<file path="src/rtl/i2c_tm_pkg.sv">
package i2c_tm_pkg;
    localparam int DATA_W = 8;
    localparam int ADDR_W = DATA_W - 1;
    localparam int CNT_W  = $clog2(DATA_W + 1);
    localparam int W1C_W  = 2;

    typedef enum logic [2:0] {
        ST_IDLE,
        ST_ADDR,
        ST_ADDR_ACK,
        ST_DATA,
        ST_DATA_ACK,
        ST_HOLD
    } tm_state_t;
endpackage

</file>
<file path="src/rtl/i2c_tm_sync.sv">
module i2c_tm_sync #(
    parameter int WIDTH  = 2,
    parameter int STAGES = 2
) (
    input  logic             clk,
    input  logic             rst_n,
    input  logic [WIDTH-1:0] d,
    output logic [WIDTH-1:0] q
);
    logic [WIDTH-1:0] stg [STAGES];

    always_ff @(posedge clk or negedge rst_n) begin
        if (!rst_n) begin
            for (int i = 0; i < STAGES; i++) stg[i] <= '1;
        end else begin
            stg[0] <= d;
            for (int i = 1; i < STAGES; i++) stg[i] <= stg[i-1];
        end
    end

    assign q = stg[STAGES-1];
endmodule

</file>
<file path="src/rtl/i2c_tm_edges.sv">
module i2c_tm_edges (
    input  logic clk,
    input  logic rst_n,
    input  logic scl_s,
    input  logic sda_s,
    output logic scl_rise,
    output logic scl_fall,
    output logic start_det,
    output logic stop_det
);
    logic scl_p;
    logic sda_p;

    always_ff @(posedge clk or negedge rst_n) begin
        if (!rst_n) begin
            scl_p <= 1'b1;
            sda_p <= 1'b1;
        end else begin
            scl_p <= scl_s;
            sda_p <= sda_s;
        end
    end

    assign scl_rise  = scl_s & ~scl_p;
    assign scl_fall  = ~scl_s & scl_p;
    assign start_det = scl_s & scl_p & sda_p & ~sda_s;
    assign stop_det  = scl_s & scl_p & ~sda_p & sda_s;
endmodule

</file>
<file path="src/rtl/i2c_tm_fsm.sv">
module i2c_tm_fsm
    import i2c_tm_pkg::*;
(
    input  logic              clk,
    input  logic              rst_n,
    input  logic              enable,
    input  logic              gc_en,
    input  logic [ADDR_W-1:0] own_addr,
    input  logic              sda_s,
    input  logic              scl_rise,
    input  logic              scl_fall,
    input  logic              start_det,
    input  logic              stop_det,
    output logic              sda_pull,
    output logic [DATA_W-1:0] rx_data,
    output logic              srw,
    output logic              ev_byte_done,
    output logic              ev_addr_match,
    output logic              ev_shift,
    output logic              ev_bus_reset
);
    localparam logic [CNT_W-1:0] FULL = CNT_W'(DATA_W);

    tm_state_t         state;
    tm_state_t         nxt;
    logic [DATA_W-1:0] sh_q;
    logic [CNT_W-1:0]  cnt_q;
    logic              byte_full;
    logic              is_gc;
    logic              hit;
    logic              shifting;

    assign byte_full = (cnt_q == FULL);
    assign is_gc     = (sh_q[DATA_W-1:1] == '0);
    assign hit       = is_gc ? (gc_en && !sh_q[0])
                             : (sh_q[DATA_W-1:1] == own_addr);
    assign shifting  = (state == ST_ADDR || state == ST_DATA) && scl_rise && !byte_full;

    // next-state logic
    always_comb begin
        nxt = state;
        if (!enable) begin
            nxt = ST_IDLE;
        end else if (start_det) begin
            nxt = ST_ADDR;
        end else if (stop_det) begin
            nxt = ST_IDLE;
        end else begin
            unique case (state)
                ST_IDLE:     nxt = ST_IDLE;
                ST_ADDR:     if (scl_fall && byte_full) nxt = hit ? ST_ADDR_ACK : ST_HOLD;
                ST_ADDR_ACK: if (scl_fall) nxt = sh_q[0] ? ST_HOLD : ST_DATA;
                ST_DATA:     if (scl_fall && byte_full) nxt = ST_DATA_ACK;
                ST_DATA_ACK: if (scl_fall) nxt = ST_DATA;
                ST_HOLD:     nxt = ST_HOLD;
                default:     nxt = ST_IDLE;
            endcase
        end
    end

    // state register
    always_ff @(posedge clk or negedge rst_n) begin
        if (!rst_n) state <= ST_IDLE;
        else        state <= nxt;
    end

    // byte datapath
    always_ff @(posedge clk or negedge rst_n) begin
        if (!rst_n) begin
            sh_q    <= '0;
            cnt_q   <= '0;
            rx_data <= '0;
            srw     <= 1'b0;
        end else begin
            if (start_det) begin
                cnt_q <= '0;
            end else if (shifting) begin
                sh_q  <= {sh_q[DATA_W-2:0], sda_s};
                cnt_q <= cnt_q + 1'b1;
            end else if ((state == ST_ADDR_ACK || state == ST_DATA_ACK) && scl_fall) begin
                cnt_q <= '0;
            end
            if (enable && !start_det && !stop_det && scl_fall && byte_full) begin
                if (state == ST_ADDR && hit) begin
                    rx_data <= sh_q;
                    srw     <= sh_q[0];
                end else if (state == ST_DATA) begin
                    rx_data <= sh_q;
                end
            end
        end
    end

    // outputs
    always_comb begin
        sda_pull      = (state == ST_ADDR_ACK) || (state == ST_DATA_ACK);
        ev_addr_match = enable && (state == ST_ADDR_ACK) && scl_fall;
        ev_byte_done  = enable && sda_pull && scl_fall;
        ev_shift      = shifting;
        ev_bus_reset  = start_det || stop_det || !enable;
    end
endmodule

</file>
<file path="src/rtl/i2c_tm_flags.sv">
module i2c_tm_flags
    import i2c_tm_pkg::*;
(
    input  logic             clk,
    input  logic             rst_n,
    input  logic             ev_byte_done,
    input  logic             ev_addr_match,
    input  logic             ev_shift,
    input  logic             ev_bus_reset,
    input  logic             arb_lost_i,
    input  logic             stat_wr,
    input  logic [W1C_W-1:0] stat_w1c,
    input  logic             irq_en,
    output logic             tcf,
    output logic             aas,
    output logic             arbl,
    output logic             irq_flag,
    output logic             irq
);
    logic any_src;

    assign any_src = ev_byte_done || ev_addr_match || arb_lost_i;

    always_ff @(posedge clk or negedge rst_n) begin
        if (!rst_n) begin
            tcf      <= 1'b0;
            aas      <= 1'b0;
            arbl     <= 1'b0;
            irq_flag <= 1'b0;
        end else begin
            if (ev_byte_done)                   tcf <= 1'b1;
            else if (ev_shift || ev_bus_reset)  tcf <= 1'b0;

            if (ev_addr_match)      aas <= 1'b1;
            else if (ev_bus_reset)  aas <= 1'b0;

            if (arb_lost_i)                    arbl <= 1'b1;
            else if (stat_wr && stat_w1c[1])   arbl <= 1'b0;

            if (any_src)                       irq_flag <= 1'b1;
            else if (stat_wr && stat_w1c[0])   irq_flag <= 1'b0;
        end
    end

    assign irq = irq_flag && irq_en;
endmodule

</file>
<file path="src/rtl/i2c_target_matcher.sv">
module i2c_target_matcher
    import i2c_tm_pkg::*;
#(
    parameter int SYNC_STAGES = 2
) (
    input  logic              clk,
    input  logic              rst_n,
    input  logic              scl_in,
    input  logic              sda_in,
    output logic              sda_pull,
    input  logic              cfg_enable,
    input  logic              cfg_gc_en,
    input  logic              cfg_irq_en,
    input  logic [ADDR_W-1:0] cfg_own_addr,
    input  logic              arb_lost_i,
    input  logic              stat_wr,
    input  logic [W1C_W-1:0]  stat_w1c,
    output logic [DATA_W-1:0] rx_data,
    output logic              flag_tcf,
    output logic              flag_aas,
    output logic              flag_srw,
    output logic              flag_arbl,
    output logic              irq_flag,
    output logic              irq
);
    logic [1:0] bus_s;
    logic       scl_rise;
    logic       scl_fall;
    logic       start_det;
    logic       stop_det;
    logic       ev_byte_done;
    logic       ev_addr_match;
    logic       ev_shift;
    logic       ev_bus_reset;

    i2c_tm_sync #(.WIDTH(2), .STAGES(SYNC_STAGES)) u_sync (
        .clk   (clk),
        .rst_n (rst_n),
        .d     ({scl_in, sda_in}),
        .q     (bus_s)
    );

    i2c_tm_edges u_edges (
        .clk       (clk),
        .rst_n     (rst_n),
        .scl_s     (bus_s[1]),
        .sda_s     (bus_s[0]),
        .scl_rise  (scl_rise),
        .scl_fall  (scl_fall),
        .start_det (start_det),
        .stop_det  (stop_det)
    );

    i2c_tm_fsm u_fsm (
        .clk           (clk),
        .rst_n         (rst_n),
        .enable        (cfg_enable),
        .gc_en         (cfg_gc_en),
        .own_addr      (cfg_own_addr),
        .sda_s         (bus_s[0]),
        .scl_rise      (scl_rise),
        .scl_fall      (scl_fall),
        .start_det     (start_det),
        .stop_det      (stop_det),
        .sda_pull      (sda_pull),
        .rx_data       (rx_data),
        .srw           (flag_srw),
        .ev_byte_done  (ev_byte_done),
        .ev_addr_match (ev_addr_match),
        .ev_shift      (ev_shift),
        .ev_bus_reset  (ev_bus_reset)
    );

    i2c_tm_flags u_flags (
        .clk           (clk),
        .rst_n         (rst_n),
        .ev_byte_done  (ev_byte_done),
        .ev_addr_match (ev_addr_match),
        .ev_shift      (ev_shift),
        .ev_bus_reset  (ev_bus_reset),
        .arb_lost_i    (arb_lost_i),
        .stat_wr       (stat_wr),
        .stat_w1c      (stat_w1c),
        .irq_en        (cfg_irq_en),
        .tcf           (flag_tcf),
        .aas           (flag_aas),
        .arbl          (flag_arbl),
        .irq_flag      (irq_flag),
        .irq           (irq)
    );
endmodule

</file>
<file path="config.mk">
export PLATFORM = sky130hd
export DESIGN_NAME = i2c_target_matcher
export DESIGN_NICKNAME = d
export VERILOG_FILES = /design/src/rtl/i2c_tm_pkg.sv /design/src/rtl/i2c_tm_sync.sv /design/src/rtl/i2c_tm_edges.sv /design/src/rtl/i2c_tm_fsm.sv /design/src/rtl/i2c_tm_flags.sv /design/src/rtl/i2c_target_matcher.sv
export SDC_FILE = /design/constraint.sdc
export NUM_CORES = 1
export LEC_CHECK = 0
export ABC_CLOCK_PERIOD_IN_PS = 2200
export CAP_MARGIN = 20
export CELL_PAD_IN_SITES_DETAIL_PLACEMENT = 0
export CELL_PAD_IN_SITES_GLOBAL_PLACEMENT = 2
export CORE_UTILIZATION = 36
export CTS_CLUSTER_DIAMETER = 150
export CTS_CLUSTER_SIZE = 14
export DETAILED_ROUTE_END_ITERATION = 8
export DONT_BUFFER_PORTS = 1
export PLACE_DENSITY = 0.75
export SKIP_LAST_GASP = 1
export SLEW_MARGIN = 40
export SYNTH_ARGS = -nofsm -noshare
export SYNTH_HDL_FRONTEND = slang
export SYNTH_SLANG_ARGS = --single-unit
</file>
<file path="constraint.sdc">
create_clock -name clk -period 2.2 [get_ports clk]
set_clock_uncertainty 0.2 [all_clocks]
set_input_delay 0.11 -clock clk [delete_from_list [all_inputs] [get_ports clk]]
set_output_delay 0.11 -clock clk [all_outputs]
set_load 0.01 [all_outputs]
</file>
Yosys cells after proc, flatten, opt, wreduce, memory -nomap -nowiden
Cells that the tools add are included.

Reductions and logical operators: 40. Magnitude comparators: 0. Multipliers: 0. Bitwise operators: 12. Equal/unequal tests: 11. Mux-type cells: 24. Shift-type cells: 0. $add $sub $neg: 1. Divide/modulo/power cells: 0.

Operators with widths (number): 3-bit two-way mux (9); 5-bit by 2-bit != test with 1-bit output (second input constant) (4); 1-bit logical AND (17); 8-bit two-way mux (2); 3-bit case mux with 5 select lines (1); 4-bit two-way mux (3); 2-bit nonzero test (5); 1-bit two-way mux (9); 1-bit bitwise AND (7); 7-bit == test (1); 7-bit logical NOT (1); 1-bit logical OR (7); 3-bit by 2-bit == test with 1-bit output (second input constant) (2); 3-bit == test (second input constant) (2); 2-bit AND reduction (3); 1-bit logical NOT (5); 1-bit NOT (5); 4-bit by 1-bit adder with 4-bit output (second input constant) (1); 4-bit == test (second input constant) (1); 4-bit AND reduction (1); 3-bit by 1-bit == test with 1-bit output (second input constant) (1); 3-bit nonzero test (1).

Logic and storage cells: 101. Bits of input ports: 18. Register bits: 34. Latch bits: 0. Memories kept: 0. Bits in read-only memories: 0. Memory bits (writable): 0. Output and inout bits: 15.

Depth between registers and ports, before layout
Gate-level depths: netlist (run 1).

Depth after elaboration: 9. Depth in mapped cells: 7. Gate-level depth less buffers: 7.

Hierarchy
From an unflattened synthesis (run 1), not the netlist that was laid out.

Cell total of the unflattened synthesis: 165. Area total of the unflattened synthesis: 1774.2 µm².

By module, submodules not included: i2c_tm_fsm (instances 1, seq. area each 600.6 µm², area an instance 1413.9 µm², cells an instance 140); i2c_tm_flags (instances 1, seq. area each 100.1 µm², area an instance 155.1 µm², cells an instance 13); i2c_tm_sync (instances 1, seq. area each 105.1 µm², area an instance 120.1 µm², cells an instance 6); i2c_tm_edges (instances 1, seq. area each 52.6 µm², area an instance 85.1 µm², cells an instance 6).

Least setup slack after synthesis (run 1)
Ideal clock, no wire load.

Kind: reg2reg. Start: reg u_fsm.sh_q[4]. End: reg u_fsm.rx_data[1]. Period minus slack after synthesis: 2354 ps. Slack: -154 ps. Required time: 1875 ps. Arrival: 2030 ps. Cell stages (with the launch flop): 6. Library setup time: 125 ps. Path buffers: 0. Cells stage by stage: dfrtp_1 -> or4_1 -> nor4_2 -> nand3b_2 -> a31oi_4 -> mux2_2.

Longest elaborated chain between the ends: 5. Elaborated cells between the ends (all ways): 7. Those cells by class: eq/ne (1); mux (2); reduce/logical (4).

RTL lines: start: declaration (RTL line i2c_tm_fsm.sv:26) `logic [DATA_W-1:0] sh_q;`; start signal: assignment (RTL line i2c_tm_fsm.sv:78) `sh_q <= {sh_q[DATA_W-2:0], sda_s};`; 7-bit == test / 7-bit logical NOT (equally long branches) (RTL line i2c_tm_fsm.sv:36, i2c_tm_fsm.sv:34); 1-bit two-way mux (*) (RTL line i2c_tm_fsm.sv:35) `assign hit = is_gc ? (gc_en && !sh_q[0])`; 1-bit logical AND (*) (RTL line i2c_tm_fsm.sv:84) `if (state == ST_ADDR && hit) begin`; 2-bit nonzero test (no line); 2-bit AND reduction (no line); end signal: assignment (RTL line i2c_tm_fsm.sv:85) `rx_data <= sh_q;`; end signal: assignment (RTL line i2c_tm_fsm.sv:88) `rx_data <= sh_q;`; end: declaration (RTL line i2c_tm_fsm.sv:15) `output logic [DATA_W-1:0] rx_data,`.

Mark *: on every way between the ends. The rest lies on a longest branch, timed or not. A chain may end at the register's enable or synchronous reset.

Final worst setup path (run 1)
Start: reg u_fsm.sh_q[4]. End: reg u_fsm.rx_data[5].

Same word-level chain as after synthesis.

==> out/results.tsv, run 1 <==
metric	value	unit
critical path's largest stage delay	0.55	ns
critical path peak fanout	8	
TNS Setup	-0.598	ns
layout cells sized above 1	31.7	%
Area after DPL	1880	um2
Net Switching	0.580	mW
placed cells	213	
GR Overflow Total	0	
Worst setup EP type	flop	
clock buffer depth	2	
Filler cells	423	
Site Rows	24	
Total Wirelength	3.66	mm
RSZ-0062 raised after global routing	true	
Routed WL per cell	15.6	um
die width	70.3	um
# IOs	33	
initial antenna violation count	0	
TritonCTS Buffers	5	
Skew-Pair Late Insertion Delay	0.28	ns
worst min path class	in2reg	
number of global-route vias before repair	1315	
Worst EP required	2.17	ns
Syn Std Cell Area	1680	um2
Initial Util	38.0	%
synthesis warning total	0	
Post-synth top flop	dfrtp_1	
register area share after synthesis	51.2	%
pin count of the biggest net entering global routing	35	
fin area	2160	um2
TritonCTS clock tree	yes	
critical path type	reg2reg	
Final min period	2.30	ns
post-place setup slack	-0.125	ns
kind of cell adding the most delay to the critical path	simple AND/OR/NAND/NOR gates	
fin worst setup slack	-0.0950	ns
htree depth	2	
flop2flop setup slack	-0.1	ns
via/cell ratio	5.35	
period utilisation layout	104	%
Max Slew Vio Count	0	
final std cells w/o fill	235	
die area	4940	um2
final core utilization	49.0	%
1st-iter DRT viols	31	
first-pass GRT wire length	6.22	mm
worst rel slew slack	73.6	%
NumNets Final	202	
root buf cell	clkbuf_8	
combinational share of power	32.3	%
status	complete, but fails checks	
sequential power share	42.4	%
Final Hold Vio Count	0	
Worst setup SP type	flop	
detailed-route via count	1258	
EDFF count, synth	0	
Post-DP HPWL	2.53	mm
global placer's final weighted congestion	0.779	
Syn Nets	167	
Seq cells post-synth	34	
Clk pwr share	25.3	%
synth unique cells	42	
# Max-Cap Violations	0	
# DRC	0	
CTS sink count	34	
leakage	0.954	nW
Worst EP arrival	2.26	ns
post-route ant nets	0	
worst slew pin tran	0.396	ns
diode count	0	
Std-Cell Core Area	4410	um2
Die Height	70.3	um
Buffers on Ports	0	
PwrDens	863	nW/um2
CP bufs+invs	1	
CP cell instances	or4_4 > nor4_4 > nand3b_4 > a31oi_4 > buf_12 > mux2_2	
Syn Inst Count	147	
Tot GR Track Use	16.4	%
register area	861	um2
First-pass DRT Iterations	4	
commonest non-fill, non-tap cell in the layout	dfrtp_1	
multi-input gate area in the final layout	826	um2
most frequent cells in the layout	26 x dfrtp_1, 19 x buf_4, 16 x mux2_2, 11 x dlygate4sd3_1	
CP max-delay cell	or4_4	
syn_area_per_cell	11.4	um2
Layout area overhead	28.9	%
setup violators final	8	
Peak VDD IR	0.507	mV
FMAX	436	MHz
Sw Ratio	31.1	%
ys async rst share	100	%
clock transition at the registers of the reported paths	0.07	ns
failing checks	setup timing	
internal power	1.29	mW
## stage by stage
step	hold WS (ns)	power, mW
after floorplan	-0.386	1.15
after global placement	-0.385	1.33
after detailed placement	-0.384	1.34
after CTS	0.00128	1.90
after global routing	0.0328	1.98
final	0.00884	1.87
## cells in the mapped netlist (all sizes together), types with 3 or more instances
master	number	area (um2)
dfrtp	28	701
mux2	16	180
inv	7	26.3
nand2	7	26.3
o21ai	7	35.0
xor2	7	61.3
a21oi	6	30.0
dfstp	6	158
nand2b	5	31.3
nor2	5	18.8
a211oi	4	30.0
clkbuf	3	11.3
nand3	3	15.0
nand3b	3	26.3
nor2b	3	18.8
nor4	3	25.0
o21a	3	22.5
## worst paths after layout
check | from | endpoint | cells after the start
setup / recovery | u_fsm.sh_q[4] | u_fsm.rx_data[5] | 6
hold / removal | cfg_enable | u_flags.aas | 3
setup reg to reg | u_fsm.sh_q[4] | u_fsm.rx_data[5] | 6
hold reg to reg | u_sync.stg[2] | u_sync.q[0] | 0
max in group asynchronous | rst_n | u_edges.sda_p | 2
min in group asynchronous | rst_n | u_flags.aas | 2
## worst register-to-register path, cell delays in order (launching register included)
cell and delay [ns]:
dfrtp_1 0.39, or4_4 0.55, nor4_4 0.24, nand3b_4 0.13, a31oi_4 0.20, buf_12 0.14
mux2_2 0.34
## timing repair
action                                  in CTS  in global routing
setup buffers                                3                  1
endpoints found under the hold margin       42                  0
endpoints found under the setup margin       8                 11
hold buffers                                12                  0
gates resized for setup                      2                  4
pin swaps                                    1                  4
## state kept, by name (all words and copies together), names as in the netlist, 2 cells and up
signal / flops
u_fsm.rx_data: 8
u_fsm.sh_q: 8
u_fsm.cnt_q: 4
u_fsm.state: 3
u_sync.q: 2
u_sync.stg: 2
## routing by layer
layer  up-vias  share of wire (%)  GRT usage, %
met3         6                3.9          5.48
li1        609                  -             -
met4         0                1.8          6.67
met1       622                 44          19.9
met5         -                  0             0
met2        21                 50          26.6
## cell families after synthesis
group | synth area share [%]
compound gates | 15.1
xor+xnor | 4.70
fa+ha+maj | 1.49
buf+inv | 2.46
flops | 51.2
mux | 10.7
simple gates | 14.4
## final cells by class
type,instances,share of cell area (%)
Tap cell,52,3.01
Inverter,7,1.22
Sequential cell,34,39.8
Clock buffer,7,3.99
Multi-Input combinational cell,102,38.2
Clock inverter,1,0.231
Timing Repair Buffer,32,13.5
## power by group through the flow
stage                     Combinational (mW)  Sequential [mW]  Clock (mW)
after floorplan                        0.354            0.795           0
after global placement                 0.534            0.797           0
after detailed placement               0.542            0.799           0
after CTS                              0.612            0.789       0.496
after global routing                   0.661            0.803       0.519
final                                  0.603            0.792       0.471
Power figures use the tool's default switching activity.
==> run 2: changes to the inputs <==
- SETUP_SLACK_MARGIN: not set -> 0.3
==> run 2 against run 1 <==
The flow finishes with violations (hold timing, setup timing). Sequential power is 0.6% higher. Sequential share of layout area fell by 1.8 points. Wire length rose by 11%. Worst hold slack worse by 0.032 ns. Largest power group unchanged. Highest routed layer unchanged.
==> out/results.tsv, run 2 (same netlist as run 1, synthesis figures left out) <==
metric	value	unit	change
PwrDens	884	nW/um2	+2.4%
die area	4940	um2	unchanged
status	complete, but fails checks		
CTS sink count	34		unchanged
combinational share of power	36.1	%	+3.8 points
via/cell ratio	5.45		+1.9%
sequential power share	39.8	%	-2.6 points
Tot GR Track Use	17.3	%	+0.88 points
Std-Cell Core Area	4410	um2	unchanged
kind of cell adding the most delay to the critical path	simple AND/OR/NAND/NOR gates		
FMAX	428	MHz	-1.7%
worst rel slew slack	73.6	%	about the same
first-pass GRT wire length	6.64	mm	+6.8%
worst min path class	in2reg		
initial antenna violation count	0		unchanged
Fin Hold WS	-0.0229	ns	-0.0317 ns
RSZ-0062 raised after global routing	true		
htree depth	2		unchanged
Die Height	70.3	um	unchanged
NumNets Final	207		+2.5%
die width	70.3	um	unchanged
TritonCTS clock tree	yes		
worst slew pin tran	0.396	ns	-0.0000670 ns
# IOs	33		unchanged
diode count	0		unchanged
clock transition at the registers of the reported paths	0.07	ns	about the same
Worst setup SP type	flop		
internal power	1.37	mW	+6.2%
most frequent cells in the layout	26 x dfrtp_1, 23 x buf_4, 8 x mux2_4, 8 x mux2_2, 8 x dlygate4sd3_1		
Sw Ratio	31.8	%	+0.72 points
Net Switching	0.637	mW	+9.9%
layout cells sized above 1	38.8	%	+7.1 points
failing checks	hold timing, setup timing		
Worst setup EP type	flop		
setup violators final	9		+1
Total Wirelength	4.07	mm	+11%
First-pass DRT Iterations	4		unchanged
Post-DP HPWL	2.62	mm	+3.5%
Largest regs	u_fsm.rx_data: 8 flops, u_fsm.sh_q: 8 flops, u_fsm.cnt_q: 4 flops		
total power	2.00	mW	+7.4%
TritonCTS Buffers	5		unchanged
post-place setup slack	-0.141	ns	-0.0159 ns
critical path type	reg2reg		
Max Slew Vio Count	0		unchanged
root buf cell	clkbuf_8		
Clk pwr share	24.1	%	-1.2 points
flop2flop setup slack	-0.14	ns	-0.04 ns
CP bufs+invs	1		unchanged
period utilisation layout	106	%	+1.8 points
post-route ant nets	0		unchanged
number of global-route vias before repair	1380		+4.9%
GR Overflow Total	0		unchanged
fin worst setup slack	-0.135	ns	-0.0404 ns
Routed WL per cell	16.9	um	+8.7%
Buffers on Ports	0		unchanged
critical path's largest stage delay	0.55	ns	about the same
detailed-route via count	1309		+4.1%
leakage	1.02	nW	+6.9%
Site Rows	24		unchanged
Filler cells	395		-6.6%
Layout area overhead	35.0	%	
# DRC	0		unchanged
Final Hold Vio Count	2		+2
Final min period	2.34	ns	+0.0404 ns
# Max-Cap Violations	0		unchanged
Worst EP required	2.17	ns	about the same
CP max-delay cell	or4_4		
fin area	2270	um2	+4.8%
pin count of the biggest net entering global routing	35		unchanged
final core utilization	51.3	%	+2.4 points
commonest non-fill, non-tap cell in the layout	dfrtp_1		
clock buffer depth	2		unchanged
Initial Util	38.0	%	unchanged
Worst EP arrival	2.31	ns	+0.05 ns
global placer's final weighted congestion	0.735		-5.6%
critical path peak fanout	8		unchanged
CP cell instances	or4_4 > nor4_4 > nand3b_4 > a31oi_4 > buf_12 > mux2_2		
Area after DPL	1900	um2	+0.60%
Skew-Pair Late Insertion Delay	0.29	ns	about the same
Peak VDD IR	0.425	mV	-16%
1st-iter DRT viols	62		+100%
## run 2: cell count changes in the layout (fill, tap and decap cells not counted), sizes merged
cell	delta
dlygate4sd3	-3
buf	+8
## run 2: worst reg2reg max path, cell delays in order, from the launching register on
cell	delay, ns
dfrtp_1	0.39
or4_4	0.55
nor4_4	0.24
nand3b_4	0.13
a31oi_4	0.23
buf_12	0.15
mux2_2	0.33
## run 2: final timing paths
kind / start / end / cells after the start
min reg2reg: u_sync.stg[2] / u_sync.q[0] / 0
max reg2reg: u_fsm.sh_q[4] / u_fsm.rx_data[7] / 6
min in group asynchronous: rst_n / u_fsm.srw / 2
max: u_fsm.sh_q[4] / u_fsm.rx_data[7] / 6
min: cfg_enable / u_fsm.srw / 3
max in group asynchronous: rst_n / u_sync.stg[2] / 2
## run 2: final cells by class
class	count	area, um2	share of cell area (%)
Inverter	7	28.8	1.27
Tap cell	52	65.1	2.87
Clock buffer	7	86.3	3.81
Timing Repair Buffer	37	338	14.9
Sequential cell	34	861	38.0
Multi-Input combinational cell	102	882	38.9
Clock inverter	1	5.00	0.221
## run 2: per-stage QoR
step	setup TNS, ns	std cells	hold slack (ns)
floorplan	-0.295	147	-0.386
global placement	-0.393	214	-0.385
detailed placement	-1.02	214	-0.384
CTS	-0.932	231	-0.231
global route	-1.97	240	0.00854
finish	-1.03	240	-0.0229
## run 2: timing repair
item,4_1_cts,5_1_grt
buffers inserted,3,5
gates cloned,0,1
pin swaps,6,4
gates resized for setup,8,20
endpoints found under the hold margin,42,5
hold buffers,6,3
endpoints found under the setup margin,17,25
## run 2: power by group through the flow
| stage | sequential (mW) | combinational, mW | clock (mW) |
|---|---|---|---|
| after floorplan | 0.796 | 0.356 | 0 |
| after CTS | 0.796 | 0.631 | 0.495 |
| after global placement | 0.795 | 0.541 | 0 |
| after detailed placement | 0.804 | 0.558 | 0 |
| final | 0.797 | 0.724 | 0.482 |
| after global routing | 0.809 | 0.782 | 0.526 |
## run 2: per-layer routing
metal  track usage (%)  vias up  wire, um
met5                 0        -         0
met4              5.33        0        49
met3              5.05        6       129
met2              29.7       18      2130
met1              20.7      666      1760
li1                  -      619         -
==> run 3: changes to the inputs <==
- CELL_PAD_IN_SITES_DETAIL_PLACEMENT: 0 -> 1
- CELL_PAD_IN_SITES_GLOBAL_PLACEMENT: 2 -> 1
- CORE_UTILIZATION: 36 -> 44
- PLACE_DENSITY: 0.75 -> 0.77
- SYNTH_HIERARCHICAL: not set -> 1
==> run 3 against run 2 <==
The flow finishes with violations (setup timing). Maximum frequency fell by 8.5%. Via count grew 15%. Combinational power shrank 46%. Register-to-register slack worse by 0.22 ns. First-iteration DRC count increased by 53%. Non-clock buffer count increased by 7. Worst hold slack gained 0.096 ns. Die area decreased by 13%. Area after synthesis up 5.7%. Sequential cell count stayed put. Critical endpoint is now u_fsm/rx_data[7]. Largest power group unchanged.
==> out/results.tsv, run 3 <==
metric	value	unit	change
worst slew pin tran	0.458	ns	+0.0628 ns
cell taking the most area after synthesis	dfrtp_1		
Initial Util	47.0	%	+9.0 points
Area contributors post-synth	dfrtp_1 39%, dfstp_2 8.9%, mux2_2 6.3%		
Worst setup SP type	flop		
Worst setup EP type	flop		
Post-synth top flop	dfrtp_1		
fin worst setup slack	-0.352	ns	-0.217 ns
post-route ant nets	0		unchanged
most numerous cell in the Yosys netlist	dfrtp_1		
synth unique cells	45		+7.1%
final core utilization	64.1	%	+13 points
Synth top cells by count	28 x dfrtp_1, 14 x nand2_1, 10 x mux2_2		
FMAX	392	MHz	-8.5%
critical path peak fanout	4		-4
multi-input gate area in the final layout	975	um2	+10%
Tot GR Track Use	26.0	%	+8.7 points
flop2flop setup slack	-0.35	ns	-0.22 ns
Fin Hold WS	0.0734	ns	+0.0963 ns
status	complete, but fails checks		
most frequent cells in the layout	28 x buf_4, 28 x dfrtp_1, 14 x nand2_1, 12 x mux2_4		
post-synth top area share	39.5	%	-2.3 points
TritonCTS Buffers	5		unchanged
PwrDens	672	nW/um2	-24%
Die Height	65.5	um	-6.8%
Site Rows	22		-8.3%
leakage	1.17	nW	+14%
detailed-route via count	1501		+15%
Std-Cell Core Area	3770	um2	-15%
syn_area_per_cell	10.8	um2	-5.8%
htree depth	2		unchanged
first-pass GRT wire length	8.30	mm	+25%
critical path type	reg2reg		
die area	4290	um2	-13%
Post-DP HPWL	3.20	mm	+22%
Buffers on Ports	0		unchanged
TNS Setup	-2.99	ns	-1.96 ns
via/cell ratio	5.82		+6.7%
Worst EP arrival	2.51	ns	+0.20 ns
RSZ-0062 raised after global routing	true		
Syn Nets	185		+11%
ys async rst share	100	%	unchanged
root buf cell	clkbuf_8		
synthesis warning total	6		+6
CTS sink count	34		unchanged
clock buffer depth	2		unchanged
layout cells sized above 1	37.6	%	-1.2 points
Routed WL per cell	19.9	um	+17%
clock transition at the registers of the reported paths	0.08	ns	about the same
Layout area overhead	36.3	%	
number of global-route vias before repair	1679		+22%
Seq cells post-synth	34		unchanged
TritonCTS clock tree	yes		
NumNets Final	229		+11%
die width	65.5	um	-6.8%
Worst EP required	2.16	ns	about the same
Largest regs	u_fsm/rx_data: 8 flops, u_fsm/sh_q: 8 flops, u_fsm/cnt_q: 4 flops		
Total Wirelength	5.14	mm	+26%
First-pass DRT Iterations	4		unchanged
Syn Inst Count	165		+12%
setup violators final	12		+3
Final Hold Vio Count	0		-2
diode count	0		unchanged
post-place setup slack	-0.321	ns	-0.180 ns
pin count of the biggest net entering global routing	35		unchanged
initial antenna violation count	0		unchanged
Max Slew Vio Count	0		unchanged
worst rel slew slack	69.3	%	-4.3 points
1st-iter DRT viols	95		+53%
Final min period	2.55	ns	+0.217 ns
global placer's final weighted congestion	0.925		+26%
Filler cells	390		-1.3%
worst min path class	in2reg		
# Max-Cap Violations	0		unchanged
Syn Std Cell Area	1770	um2	+5.7%
# IOs	33		unchanged
# DRC	0		unchanged
period utilisation layout	116	%	+9.9 points
GR Overflow Total	0		unchanged
Skew-Pair Late Insertion Delay	0.29	ns	about the same
EDFF count, synth	0		unchanged
register area	858	um2	-0.29%
register area share after synthesis	48.4	%	-2.8 points
failing checks	setup timing		
Peak VDD IR	0.383	mV	-9.8%
## run 3: cell count changes in the layout (fill, tap and decap cells not counted), sizes merged, moves of 4 or more
| cell | before | now |
|---|---|---|
| a221o | 0 | 5 |
| and4b | 0 | 4 |
| buf | 29 | 36 |
| nand2 | 7 | 14 |
| nor2b | 3 | 8 |
## run 3: path summary, 6_finish.rpt
path / start / to / depth (start not counted)
worst min register to register: u_sync/stg[2] / u_sync/q[0] / 0
worst min-delay path: cfg_enable / u_fsm/state[2] / 3
worst max-delay path: u_fsm/sh_q[3] / u_fsm/rx_data[7] / 5
worst max register to register: u_fsm/sh_q[3] / u_fsm/rx_data[7] / 5
min in group asynchronous: rst_n / u_fsm/state[1] / 2
max in group asynchronous: rst_n / u_sync/stg[2] / 2
## run 3: cell type report
class | count | area share, %
well taps | 48 | 2.48
inverters | 7 | 1.09
flip-flops and latches | 34 | 35.5
multi-input cells | 117 | 40.3
repair buffers | 44 | 16.1
clock buffers | 8 | 4.55
## run 3: logic make-up after synthesis
kind of cell	synth area share, %
mux	8.89
xor+xnor	4.44
flops	48.4
simple gates	19.7
compound gates	13.8
buf+inv	3.39
fa+ha+maj	1.41
## run 3: routing by layer
layer | track usage (%) | wire [um]
met4 | 7.88 | 63
met2 | 44.6 | 2630
met3 | 6.08 | 196
met5 | 0 | 0
met1 | 32.2 | 2240
## run 3: critical path, stage by stage, from the launching register on
cell and delay, ns:
dfrtp_1 0.39, or4_4 0.54, or4_4 0.44, or3_4 0.41, nand3b_4 0.13, mux2_1 0.33
## run 3: repair_timing
item,CTS,global route
setup buffers,8,3
pin swaps,6,4
cloned,1,0
setup endpoints to repair,22,25
hold buffers,9,0
endpoints found under the hold margin,41,0
resized for setup,22,8
## run 3: where the power goes
group / leakage (nW) / switching (mW) / internal, mW / total (mW)
sequential: 0.433 / 0.0272 / 0.657 / 0.685
clock: 0.0575 / 0.231 / 0.316 / 0.547
combinational: 0.675 / 0.181 / 0.212 / 0.393
## run 3: metrics by stage
stage | std cells | total power [mW] | cell area [um2]
finish | 258 | 1.62 | 2420
global route | 258 | 1.68 | 2420
CTS | 255 | 1.59 | 2370
detailed placement | 229 | 0.955 | 2010
floorplan | 165 | 0.853 | 1820
global placement | 229 | 0.942 | 2010
